**src/rtl/phdet_pkg.sv**
```systemverilog
package phdet_pkg;
  localparam int SUM_W = 2;
  typedef logic [SUM_W-1:0] psum_t;
  localparam psum_t PSUM_NEUTRAL = psum_t'(1);
endpackage

```
**src/rtl/phdet_sync.sv**
```systemverilog
module phdet_sync #(
  parameter int STAGES = 2
) (
  input  logic clk,
  input  logic rst,
  input  logic d_in,
  output logic q
);
  logic [STAGES-1:0] chain;

  always_ff @(posedge clk) begin
    if (rst) chain <= '0;
    else     chain <= {chain[STAGES-2:0], d_in};
  end

  assign q = chain[STAGES-1];
endmodule

```
**src/rtl/phdet_edges.sv**
```systemverilog
module phdet_edges (
  input  logic clk,
  input  logic rst,
  input  logic level,
  output logic rise,
  output logic fall
);
  logic prev;

  always_ff @(posedge clk) begin
    if (rst) prev <= 1'b0;
    else     prev <= level;
  end

  assign rise = level & ~prev;
  assign fall = ~level & prev;

  // one strobe per edge, never two in a row
  assert_rise_single_R2: assert property (@(posedge clk) disable iff (rst) rise |=> !rise);
  assert_fall_single_R2: assert property (@(posedge clk) disable iff (rst) fall |=> !fall);
endmodule

```
**src/rtl/phdet_sampler.sv**
```systemverilog
module phdet_sampler (
  input  logic clk,
  input  logic rst,
  input  logic osc_s,
  input  logic ref_s,
  input  logic rise,
  input  logic fall,
  output logic samp_hi,
  output logic samp_lo,
  output logic hi_active,
  output logic primed
);
  logic xor_now;
  logic seen_hi, seen_lo;

  // one shared XOR serves both half-cycles
  assign xor_now = osc_s ^ ref_s;

  always_ff @(posedge clk) begin
    if (rst) begin
      samp_hi   <= 1'b0;
      samp_lo   <= 1'b0;
      seen_hi   <= 1'b0;
      seen_lo   <= 1'b0;
      hi_active <= 1'b0;
    end else begin
      if (rise) begin
        samp_hi   <= xor_now;
        seen_hi   <= 1'b1;
        hi_active <= 1'b1;
      end
      if (fall) begin
        samp_lo   <= xor_now;
        seen_lo   <= 1'b1;
        hi_active <= 1'b0;
      end
    end
  end

  assign primed = seen_hi & seen_lo;

  assert_rise_capture_R3: assert property (@(posedge clk) disable iff (rst)
    rise |=> (samp_hi == !$past(osc_s)));
  assert_fall_capture_R3: assert property (@(posedge clk) disable iff (rst)
    fall |=> (samp_lo == $past(osc_s)));
  assert_hi_hold_R7: assert property (@(posedge clk) disable iff (rst)
    !rise |=> $stable(samp_hi));
  assert_lo_hold_R7: assert property (@(posedge clk) disable iff (rst)
    !fall |=> $stable(samp_lo));
  assert_select_R6: assert property (@(posedge clk) disable iff (rst)
    rise |=> hi_active);
endmodule

```
**src/rtl/phdet_combine.sv**
```systemverilog
module phdet_combine
  import phdet_pkg::*;
#(
  parameter bit GATE_HALVES = 1'b1
) (
  input  logic  clk,
  input  logic  rst,
  input  logic  samp_hi,
  input  logic  samp_lo,
  input  logic  hi_active,
  input  logic  primed,
  output psum_t pd_sum,
  output logic  pd_drive
);
  logic  active;
  psum_t next_sum;

  assign active = hi_active ? samp_hi : samp_lo;

  generate
    if (GATE_HALVES) begin : g_gated
      assign next_sum = {active, 1'b0};
    end else begin : g_avg
      assign next_sum = {1'b0, samp_hi} + {1'b0, samp_lo};
    end
  endgenerate

  always_ff @(posedge clk) begin
    if (rst || !primed) begin
      pd_sum   <= PSUM_NEUTRAL;
      pd_drive <= 1'b0;
    end else begin
      pd_sum   <= next_sum;
      pd_drive <= active;
    end
  end

  assert_sum_range_R5: assert property (@(posedge clk) disable iff (rst) pd_sum != 2'd3);
  assert_neutral_R4: assert property (@(posedge clk) disable iff (rst)
    !primed |=> (pd_sum == PSUM_NEUTRAL && !pd_drive));

  generate
    if (GATE_HALVES) begin : g_chk
      assert_gated_level_R5: assert property (@(posedge clk) disable iff (rst)
        primed |=> (pd_sum != 2'd1));
      assert_drive_match_R6: assert property (@(posedge clk) disable iff (rst)
        primed |=> (pd_drive == pd_sum[1]));
    end
  endgenerate
endmodule

```
**src/rtl/phdet_dual_edge.sv**
```systemverilog
module phdet_dual_edge #(
  parameter int SYNC_STAGES = 2,
  parameter bit GATE_HALVES = 1'b1
) (
  input  logic       clk,
  input  logic       rst,
  input  logic       osc_in,
  input  logic       ref_in,
  output logic [1:0] pd_sum,
  output logic       pd_drive
);
  logic osc_s, ref_s, rise, fall;
  logic samp_hi, samp_lo, hi_active, primed;

  phdet_sync #(.STAGES(SYNC_STAGES)) u_sync_osc (
    .clk(clk), .rst(rst), .d_in(osc_in), .q(osc_s));
  phdet_sync #(.STAGES(SYNC_STAGES)) u_sync_ref (
    .clk(clk), .rst(rst), .d_in(ref_in), .q(ref_s));

  phdet_edges u_edges (
    .clk(clk), .rst(rst), .level(ref_s), .rise(rise), .fall(fall));

  phdet_sampler u_samp (
    .clk(clk), .rst(rst), .osc_s(osc_s), .ref_s(ref_s), .rise(rise), .fall(fall),
    .samp_hi(samp_hi), .samp_lo(samp_lo), .hi_active(hi_active), .primed(primed));

  phdet_combine #(.GATE_HALVES(GATE_HALVES)) u_comb (
    .clk(clk), .rst(rst), .samp_hi(samp_hi), .samp_lo(samp_lo),
    .hi_active(hi_active), .primed(primed), .pd_sum(pd_sum), .pd_drive(pd_drive));

  assert_reset_R1: assert property (@(posedge clk) rst |=> (pd_sum == 2'd1 && !pd_drive));
endmodule

```
**config.mk**
```make
export PLATFORM = sky130hd
export DESIGN_NAME = phdet_dual_edge
export DESIGN_NICKNAME = d
export VERILOG_FILES = /design/src/rtl/phdet_pkg.sv /design/src/rtl/phdet_sync.sv /design/src/rtl/phdet_edges.sv /design/src/rtl/phdet_sampler.sv /design/src/rtl/phdet_combine.sv /design/src/rtl/phdet_dual_edge.sv
export SDC_FILE = /design/constraint.sdc
export NUM_CORES = 1
export LEC_CHECK = 0
export ABC_AREA = 1
export BUFFER_PORTS_ARGS = -buffer_cell sky130_fd_sc_hd__buf_2
export CAP_MARGIN = 20
export CORE_AREA = 5 5 42 44
export DETAILED_ROUTE_END_ITERATION = 7
export DIE_AREA = 0 0 47 49
export GPL_TIMING_DRIVEN = 0
export PLACE_DENSITY_LB_ADDON = 0.15
export SYNTH_ARGS = -nofsm -noshare
export SYNTH_HDL_FRONTEND = slang
export SYNTH_SLANG_ARGS = --single-unit
```
**constraint.sdc**
```tcl
create_clock -name clk -period 1.2 [get_ports clk]
set_input_delay 0 -clock clk [delete_from_list [all_inputs] [get_ports clk]]
set_output_delay 0 -clock clk [all_outputs]
set_load 0.01 [all_outputs]
```
==> out/results.md, run 1 <==
Clock network
• 0.26 ns — Clk Latency, worst-skew pair
• 2 — CTS Buffer Depth
• sky130_fd_sc_hd__clkbuf_4 — Root Driver
• 0 — CTS resizes
• 0.07 ns — clock input transition at the sequential cells of the worst setup and hold paths
• yes — TritonCTS clock tree
• 1 — number of levels in the clock H-tree
• 12 — Num Clock Sinks
• 3 — number of buffers created by CTS

Worst setup path
• 0.31 ns — CP max stage delay
• 1.20 ns — CP Data Required Time
• flop to primary output — critical path class
• flop — startpoint type of the worst setup path
• flip-flops — cell family with the largest share of critical-path delay
• 0.81 ns — endpoint arrival time on the critical path
• sky130_fd_sc_hd__dfxtp_1 — slowest cell on the critical path
• buf_4, buf_2 — worst-path cell chain
• 2 — Worst Path Buf+Inv
• 2 — Crit Path Max Fanout
• primary output — kind of capture point of the worst setup path

Route
• 2 — starting DRC count in detailed routing
• 0 — DRC violations left
• 7.725 um — drt wl/cell
• 4 — Pre-Repair DR Iteration Count
• 4.013 — per-cell via count in the routed design
• 618 um — Total Routed Length
• 0 — number of routed nets with antenna violations
• 321 — total vias in the final route

Synthesis
• 56 — total nets after synthesis
• 0.5581 — sequential element share of the synthesized area
• 12 — post-synthesis sequential element count
• 0.5581 — share of Yosys cell area claimed by the top area cell type
• sky130_fd_sc_hd__dfxtp_1 (56%), sky130_fd_sc_hd__nor2_1 (9.6%), sky130_fd_sc_hd__nand2_1 (8.7%) — dominant cells by area after synthesis
• 0 — Yosys warnings
• 430.4 sq um — post-synthesis instance area
• 8.277 sq um — average cell area after synthesis
• 52 — synthesized netlist cell count
• 13 — number of distinct library cell variants in the gate-level netlist after synthesis
• sky130_fd_sc_hd__dfxtp_1 — most area-hungry cell type in the Yosys netlist

STA
• 0 — number of hold violations in the final report
• 1229 MHz — highest clock rate
• 0.6778 — final cycle utilization of the critical path
• 0.1700 ns — Least-Margin Pin Slew
• 0.4037 ns — Worst Hold Margin
• 0 — number of setup violations in the final report
• 0 — fin. max-slew vios
• 0.8865 — Worst slew margin
• 0 ns — Post-Route Setup TNS
• 0.001818 ns — Clock Skews
• false — setup repair after global routing missed its margin
• 0.8134 ns — min Tclk post-route

Power and ir drop
• 641.0 uV — worst supply voltage drop on vdd
• 0.0002577 uW — leakage power of the design
• 1445 mW/mm^2 — cell area power density

Placement
• 452.3 um — hpwl dp
• 5 — number of port buffers
• 0.6199 — RD Place Congestion

Layout
• 69 — number of nets in the layout
• 157 — fillers
• 240.2 sq um — storage element area
• 0 — antenna diode count
• 0.2500 — fraction of final layout cells with drive strength greater than 1
• 125.1 sq um — area taken by multi-input logic gates
• 25.87% — Syn-to-layout area delta

Floorplanning
• 0.002303 sq mm — die footprint
• 0.001401 sq mm — core region area
• 7 — IO Count
• 49 um — die height
• 14 — number of rows created at floorplan
• 47 um — x dimension of the die
• 0.3071 — starting density of the core

Worst hold path
• flop to flop — HP Class

GRT
• 0.07426 — all-layer global routing usage
• 0 — global-route congestion overflow total
• 0 — antenna violations before repair
• 285 — number of global-route vias before repair
• 9 — largest net degree at the start of global routing
• 1173 um — first-pass GRT wire length

Status
• complete, no violations — result of the run

Run
• 0 — number of max-cap violations

## final cells by class
class,count,area share
well taps,16,0.03695
multi-input cells,27,0.2309
plain buffers,2,0.03464
clock buffers,4,0.06697
repair buffers,8,0.1016
inverters,11,0.08545
flip-flops and latches,12,0.4434
## repair_timing
action / in CTS / in global routing
endpoints found under the hold margin: 8 / 0
setup buffers: 0 / 0
hold buffers: 3 / 0
## flip-flops by register name (all words and copies together) (netlist names)
signal and cells:
u_samp.hi_active 1, u_edges.prev 1, u_samp.samp_hi 1, u_samp.seen_lo 1
u_samp.samp_lo 1, u_sync_ref.chain 2, u_sync_osc.chain 2, u_comb.pd_sum 2
u_samp.seen_hi 1
## cell usage after synthesis (all sizes together)
library cell and n:
a21oi 2, buf 2, dfxtp 12, inv 11
nand2 10, nand3 3, nor2 11, o21ai 1
## per-layer routing
layer,track usage,routed length [um],vias up
met2,0.09955,300,7
li1,-,-,174
met4,0.05530,12,0
met1,0.08241,271,138
met3,0.04428,34,2
met5,0,0,-
## cell families after synthesis
group	Yosys count	synth area share
compound gates	3	0.04359
buf+inv	13	0.1512
flops	12	0.5581
simple gates	24	0.2471
## path summary, 6_finish.rpt
kind	from	end	slack, ns	cells past startpoint
worst max register to register	u_edges.prev	u_samp.samp_lo	0.42	4
worst min-delay path	u_sync_osc.chain[0]	u_sync_osc.chain[1]	0.40	2
worst min register to register	u_sync_osc.chain[0]	u_sync_osc.chain[1]	0.40	2
worst max-delay path	u_comb.pd_sum[1]	pd_sum[1]	0.39	2
## stage by stage
| stage | worst slack [ns] | instances | instance area (sq um) | power, uW | utilization |
|---|---|---|---|---|---|
| 3_5_place_dp | 0.4417 | 73 | 475.5 | 472.6 | 0.3393 |
| 2_1_floorplan | 0.5232 | 52 | 430.4 | 462.7 | - |
| 5_1_grt | 0.2916 | 80 | 541.8 | 832.8 | 0.3866 |
| 3_3_place_gp | 0.4473 | 73 | 475.5 | 472.1 | 0.3393 |
| 4_1_cts | 0.3703 | 80 | 541.8 | 798.7 | 0.3866 |
| 6_report | 0.3866 | 80 | 541.8 | 782.9 | 0.3866 |
## worst register-to-register path, cell delays in order (launching register included)
cell and delay, ns:
sky130_fd_sc_hd__dfxtp_1 0.37, sky130_fd_sc_hd__inv_2 0.07, sky130_fd_sc_hd__nor2_1 0.14, sky130_fd_sc_hd__nor2_1 0.05
sky130_fd_sc_hd__nor2_1 0.09
## layout by cell type (no fill, tap or decap)
cell                            instances
sky130_fd_sc_hd__dlygate4sd3_1          3
sky130_fd_sc_hd__buf_4                  1
sky130_fd_sc_hd__inv_1                  8
sky130_fd_sc_hd__a21oi_1                1
sky130_fd_sc_hd__nand3_4                1
sky130_fd_sc_hd__nor2_1                11
sky130_fd_sc_hd__a21oi_2                1
sky130_fd_sc_hd__dfxtp_1               12
sky130_fd_sc_hd__clkbuf_4               3
sky130_fd_sc_hd__clkbuf_8               1
sky130_fd_sc_hd__nand2_1               10
sky130_fd_sc_hd__inv_6                  1
sky130_fd_sc_hd__nand3_1                2
sky130_fd_sc_hd__buf_6                  1
sky130_fd_sc_hd__inv_2                  2
sky130_fd_sc_hd__buf_2                  5
sky130_fd_sc_hd__o21ai_1                1
## power breakdown
group	leakage (uW)	switching [uW]	internal, uW
clock	0.0000210	129	184
combinational	0.000138	24.3	23.8
sequential	0.0000982	9.13	413
total	0.000258	162	621
No activity file was read; power rests on OpenSTA's default activity.
==> run 2: changes to the inputs <==
==> constraint.sdc (replaced) <==
create_clock -name clk -period 0.8 [get_ports clk]
set_input_delay 0 -clock clk [delete_from_list [all_inputs] [get_ports clk]]
set_output_delay 0 -clock clk [all_outputs]
set_load 0.01 [all_outputs]
==> out/results.md, run 2 (synthesized netlist as in run 1, its figures left out) <==
Placement
• 475.5 sq um — Cell Area, Placed, unchanged
• 73 — cell count after placement, unchanged
• 5 — number of port buffers, unchanged
• 0.04170 ns — worst slack at placement, -0.4000 ns
• 0.6199 — RD Place Congestion, unchanged
• 452.3 um — hpwl dp, unchanged

Power and ir drop
• 948.6 uV — worst supply voltage drop on vdd, +48%
• 0.0002540 uW — leakage power of the design, -1.4%
• 1169 uW — sum of internal, switching and leakage power, +49%
• 2129 mW/mm^2 — cell area power density, +47%

Route
• 612 um — Total Routed Length, -0.97%
• 0 — number of routed nets with antenna violations, unchanged
• 2 — Pre-Repair DR Iteration Count, -2
• 324 — total vias in the final route, +0.93%
• 0 — DRC violations left, unchanged
• 2 — starting DRC count in detailed routing, unchanged
• 7.747 um — drt wl/cell, +0.28%
• 4.101 — per-cell via count in the routed design, +2.2%

GRT
• 285 — number of global-route vias before repair, unchanged
• 1173 um — first-pass GRT wire length, unchanged
• 9 — largest net degree at the start of global routing, unchanged
• 0 — antenna violations before repair, unchanged
• 0.07426 — all-layer global routing usage, unchanged
• 0 — global-route congestion overflow total, unchanged

STA
• 0.9165 — final cycle utilization of the critical path
• 0 ns — Post-Route Setup TNS, unchanged
• false — setup repair after global routing missed its margin
• 0.002599 ns — Clock Skews, +0.0007811 ns
• 1364 MHz — highest clock rate
• 0 — number of hold violations in the final report, unchanged
• 0 — number of setup violations in the final report, unchanged
• 0.9101 — Worst slew margin, +0.02354
• 0.1347 ns — Least-Margin Pin Slew, -0.03526 ns
• 0.06683 ns — Setup WS post-layout, -0.3198 ns
• 0.7332 ns — min Tclk post-route
• 0 — fin. max-slew vios, unchanged

Worst setup path
• 0.36 ns — CP max stage delay, +0.05 ns
• flop — kind of capture point of the worst setup path
• inv_1, nand3_1, nand2_1, nor2_1 — worst-path cell chain
• 5 — Crit Path Max Fanout, +3
• 0.90 ns — endpoint arrival time on the critical path, +0.09 ns
• flop — startpoint type of the worst setup path
• 0.96 ns — CP Data Required Time, -0.24 ns
• flop to flop — critical path class
• sky130_fd_sc_hd__dfxtp_4 — slowest cell on the critical path

Layout
• 27.62% — Syn-to-layout area delta
• 0.3016 — fraction of final layout cells with drive strength greater than 1, +0.05159
• 549.3 sq um — area of all placed cells without fillers, +1.4%
• sky130_fd_sc_hd__nand2_1 (10), sky130_fd_sc_hd__nor2_1 (10), sky130_fd_sc_hd__dfxtp_1 (9) — top library cells by usage in the layout, fill and taps aside
• 68 — number of nets in the layout, -1.4%
• 79 — final std cells w/o fill, -1.3%
• 0 — antenna diode count, unchanged
• u_comb.pd_sum (2), u_sync_osc.chain (2), u_sync_ref.chain (2) — largest registers

Floorplanning
• 0.002303 sq mm — die footprint, unchanged
• 14 — number of rows created at floorplan, unchanged
• 0.3071 — starting density of the core, unchanged
• 47 um — x dimension of the die, unchanged
• 7 — IO Count, unchanged
• 0.001401 sq mm — core region area, unchanged
• 49 um — die height, unchanged

Clock network
• yes — TritonCTS clock tree
• 3 — number of buffers created by CTS, unchanged
• 2 — CTS Buffer Depth, unchanged
• 0 — total setup buffers inserted after CTS, unchanged
• 0.07 ns — clock input transition at the sequential cells of the worst setup and hold paths, about the same
• 1 — number of levels in the clock H-tree, unchanged
• 0.26 ns — Clk Latency, worst-skew pair, about the same
• 12 — Num Clock Sinks, unchanged
• sky130_fd_sc_hd__clkbuf_4 — Root Driver

Worst hold path
• flop to flop — HP Class

Status
• complete, no violations — result of the run

Run
• 0 — number of max-cap violations, unchanged

run 2: where the power goes:
| group | switching (uW) | internal (uW) | leakage (uW) |
|---|---|---|---|
| sequential | 14.0 | 618 | 0.0000999 |
| combinational | 36.7 | 36.1 | 0.000133 |
| clock | 189 | 276 | 0.0000210 |
| total | 239 | 930 | 0.000254 |
run 2: final timing paths:
| check | slack [ns] | cells past startpoint | to | start |
|---|---|---|---|---|
| worst max-delay path | 0.07 | 4 | u_samp.samp_lo | u_sync_ref.chain[1] |
| worst min-delay path | 0.40 | 2 | u_sync_ref.chain[1] | u_sync_ref.chain[0] |
| worst max register to register | 0.07 | 4 | u_samp.samp_lo | u_sync_ref.chain[1] |
| worst min register to register | 0.40 | 2 | u_sync_ref.chain[1] | u_sync_ref.chain[0] |
run 2: metrics by stage:
stage	utilization	hold slack, ns
5_1_grt	0.3920	0.4240
3_3_place_gp	0.3393	0.2002
4_1_cts	0.3866	0.4053
2_1_floorplan	-	0.1070
3_5_place_dp	0.3393	0.2130
6_report	0.3920	0.3972
run 2: layout make-up:
type / count / area, sq um
plain buffers: 1 / 11.26
clock buffers: 4 / 36.28
fillers: 157 / 852.1
inverters: 11 / 46.29
multi-input cells: 27 / 127.6
flip-flops and latches: 12 / 246.5
well taps: 16 / 20.02
repair buffers: 8 / 61.31
run 2: layer usage:
metal | global-route usage | vias up | share of wire
met3 | 0.04428 | 2 | 0.064
met4 | 0.05530 | 0 | 0.020
met2 | 0.09955 | 9 | 0.48
met5 | 0 | - | 0
met1 | 0.08241 | 140 | 0.43
li1 | - | 173 | -
run 2: critical path, delay by kind of cell (launching register included):
kind	cells	cell delay (ns)
DFF	1	0.36
buffers and inverters	1	0.09
and+or+nand+nor	3	0.18
run 2: what timing repair did:
item / in CTS / in global routing
endpoints found under the setup margin: 1 / 2
endpoints found under the hold margin: 8 / 0
resized for setup: 2 / 4
hold buffers: 3 / 0
==> run 3: changes to the inputs <==
--- a/config.mk
+++ b/config.mk
@@ -8,9 +8,11 @@
 export ABC_AREA = 1
 export BUFFER_PORTS_ARGS = -buffer_cell sky130_fd_sc_hd__buf_2
 export CAP_MARGIN = 20
-export CORE_AREA = 5 5 42 44
+export CELL_PAD_IN_SITES_DETAIL_PLACEMENT = 1
+export CELL_PAD_IN_SITES_GLOBAL_PLACEMENT = 2
+export CORE_MARGIN = 5
+export CORE_UTILIZATION = 28
 export DETAILED_ROUTE_END_ITERATION = 7
-export DIE_AREA = 0 0 47 49
 export GPL_TIMING_DRIVEN = 0
 export PLACE_DENSITY_LB_ADDON = 0.15
 export SYNTH_ARGS = -nofsm -noshare
==> out/results.md, run 3 (synthesized netlist as in run 1, its figures left out) <==
Power and ir drop
• 0.0002537 uW — leakage power of the design, -0.12%
• 2157 mW/mm^2 — cell area power density, +1.3%
• 1179 uW — sum of internal, switching and leakage power, +0.86%
• 912.1 uV — worst supply voltage drop on vdd, -3.8%

Worst setup path
• flop — startpoint type of the worst setup path
• sky130_fd_sc_hd__dfxtp_2 — slowest cell on the critical path
• 0.09 ns — register-to-register setup slack, +0.02 ns
• flop to primary output — critical path class
• pd_drive — Setup crit end
• 4 — r2r worst-path depth, unchanged
• primary output — kind of capture point of the worst setup path
• u_comb.pd_sum[1] — startpoint of the worst setup timing path
• 1 — Worst Path Buf+Inv, unchanged
• flip-flops — cell family with the largest share of critical-path delay
• 1 — Stages on worst setup path, -3
• 0.80 ns — CP Data Required Time, -0.16 ns
• 2 — Crit Path Max Fanout, -3
• buf_2 — worst-path cell chain
• u_samp.samp_lo — FF-to-FF End
• 0.34 ns — CP max stage delay, -0.02 ns
• u_sync_ref.chain[1] — Reg-to-Reg Start
• 0.73 ns — endpoint arrival time on the critical path, -0.17 ns

Layout
• u_comb.pd_sum (2), u_sync_osc.chain (2), u_sync_ref.chain (2) — largest registers
• 0.3016 — fraction of final layout cells with drive strength greater than 1, unchanged
• 178 — fillers, +13%
• 68 — number of nets in the layout, unchanged
• sky130_fd_sc_hd__nand2_1 (10), sky130_fd_sc_hd__nor2_1 (10), sky130_fd_sc_hd__dfxtp_1 (9) — top library cells by usage in the layout, fill and taps aside
• 27.03% — Syn-to-layout area delta
• 0 — antenna diode count, unchanged

Route
• 748 um — Total Routed Length, +22%
• 0 — number of routed nets with antenna violations, unchanged
• 324 — total vias in the final route, unchanged
• 9.468 um — drt wl/cell, +22%
• 4 — starting DRC count in detailed routing, +2
• 2 — Pre-Repair DR Iteration Count, unchanged
• 0 — DRC violations left, unchanged
• 4.101 — per-cell via count in the routed design, unchanged

STA
• 0.002150 ns — Clock Skews, -0.0004486 ns
• 0.1414 ns — Least-Margin Pin Slew, +0.006622 ns
• 0.7264 ns — min Tclk post-route, -0.006738 ns
• 0.9080 — final cycle utilization of the critical path, -0.008422
• 0 — number of hold violations in the final report, unchanged
• 0 ns — Post-Route Setup TNS, unchanged
• false — setup repair after global routing missed its margin
• 0 — fin. max-slew vios, unchanged
• 0 — number of setup violations in the final report, unchanged
• 0.9056 — Worst slew margin, -0.004420
• 1377 MHz — highest clock rate, +0.93%

Floorplanning
• 49.21 um — x dimension of the die, +4.7%
• 49.21 um — die height, +0.42%
• 0.002421 sq mm — die footprint, +5.1%
• 7 — IO Count, unchanged
• 0.001489 sq mm — core region area, +6.3%
• 14 — number of rows created at floorplan, unchanged
• 0.2891 — starting density of the core, -0.01807

Placement
• 5 — number of port buffers, unchanged
• 590.7 um — hpwl dp, +31%
• 0.6179 — RD Place Congestion, -0.32%

Run
• 0 — number of max-cap violations, unchanged

Clock network
• 0 — total setup buffers inserted after CTS, unchanged
• 3 — number of buffers created by CTS, unchanged
• 12 — Num Clock Sinks, unchanged
• yes — TritonCTS clock tree
• 0.27 ns — Clk Latency, worst-skew pair, about the same
• 2 — CTS Buffer Depth, unchanged
• 1 — number of levels in the clock H-tree, unchanged
• sky130_fd_sc_hd__clkbuf_4 — Root Driver
• 0.07 ns — clock input transition at the sequential cells of the worst setup and hold paths, about the same

GRT
• 0 — antenna violations before repair, unchanged
• 1435 um — first-pass GRT wire length, +22%
• 9 — largest net degree at the start of global routing, unchanged
• 374 — number of global-route vias before repair, +31%
• 0 — global-route congestion overflow total, unchanged
• 0.07875 — all-layer global routing usage, +0.004493

Status
• complete, no violations — result of the run

Worst hold path
• u_sync_ref.chain[0] — worst min-delay path startpoint
• flop to flop — HP Class

-- run 3: cell counts in the layout (fill, tap and decap cells not counted) --
Identical to the previous run, type by type.
-- run 3: metrics by stage --
step | setup slack (ns) | hold WS [ns] | instances | cell area [sq um] | util
global placement | 0.03151 | 0.2045 | 73 | 475.5 | 0.3193
CTS | 0.004958 | 0.4084 | 79 | 544.3 | 0.3655
detailed placement | 0.01075 | 0.2094 | 73 | 475.5 | 0.3193
finish | 0.07357 | 0.3984 | 79 | 546.8 | 0.3672
floorplan | 0.1232 | 0.1070 | 52 | 430.4 | -
global route | 0.02045 | 0.4462 | 79 | 546.8 | 0.3672
-- run 3: layer usage --
layer / wire, um / part of all wire / vias to the layer above / global-route usage
met3: 66 / 0.088 / 0 / 0.05810
li1: - / - / 172 / -
met1: 300 / 0.40 / 141 / 0.07934
met4: 0 / 0 / 0 / 0.04036
met5: 0 / 0 / - / 0
met2: 380 / 0.51 / 11 / 0.1180
-- run 3: what timing repair did --
| item | 4_1_cts | 5_1_grt |
|---|---|---|
| hold buffers | 3 | 0 |
| endpoints found under the setup margin | 2 | 3 |
| gates cloned | 0 | 0 |
| gates resized for setup | 3 | 2 |
| endpoints found under the hold margin | 8 | 0 |
-- run 3: worst min-delay path by stage --
stage	cells after the start	endpoint	slack (ns)
2_1_floorplan	2	u_sync_osc.chain[0]	0.11
3_3_place_gp	3	u_sync_osc.chain[0]	0.20
3_5_place_dp	3	u_sync_osc.chain[0]	0.21
4_1_cts	2	u_sync_ref.chain[1]	0.41
5_1_grt	2	u_sync_ref.chain[1]	0.45
6_report	2	u_sync_ref.chain[1]	0.40
-- run 3: power by group --
part           switching (uW)  internal (uW)  total (uW)
logic                    37.8           36.1        73.8
registers                14.6            620         635
clock network             194            276         471
total                     247            933        1180
-- run 3: layout make-up --
cell class | count | area, sq um | share of cell area
buffer | 1 | 11.26 | 0.02059
clock buffer | 4 | 36.28 | 0.06636
inverter | 11 | 46.29 | 0.08467
multi-input combinational | 27 | 127.6 | 0.2334
sequential | 12 | 244.0 | 0.4462
tap | 16 | 20.02 | 0.03661
timing repair buffer | 8 | 61.31 | 0.1121
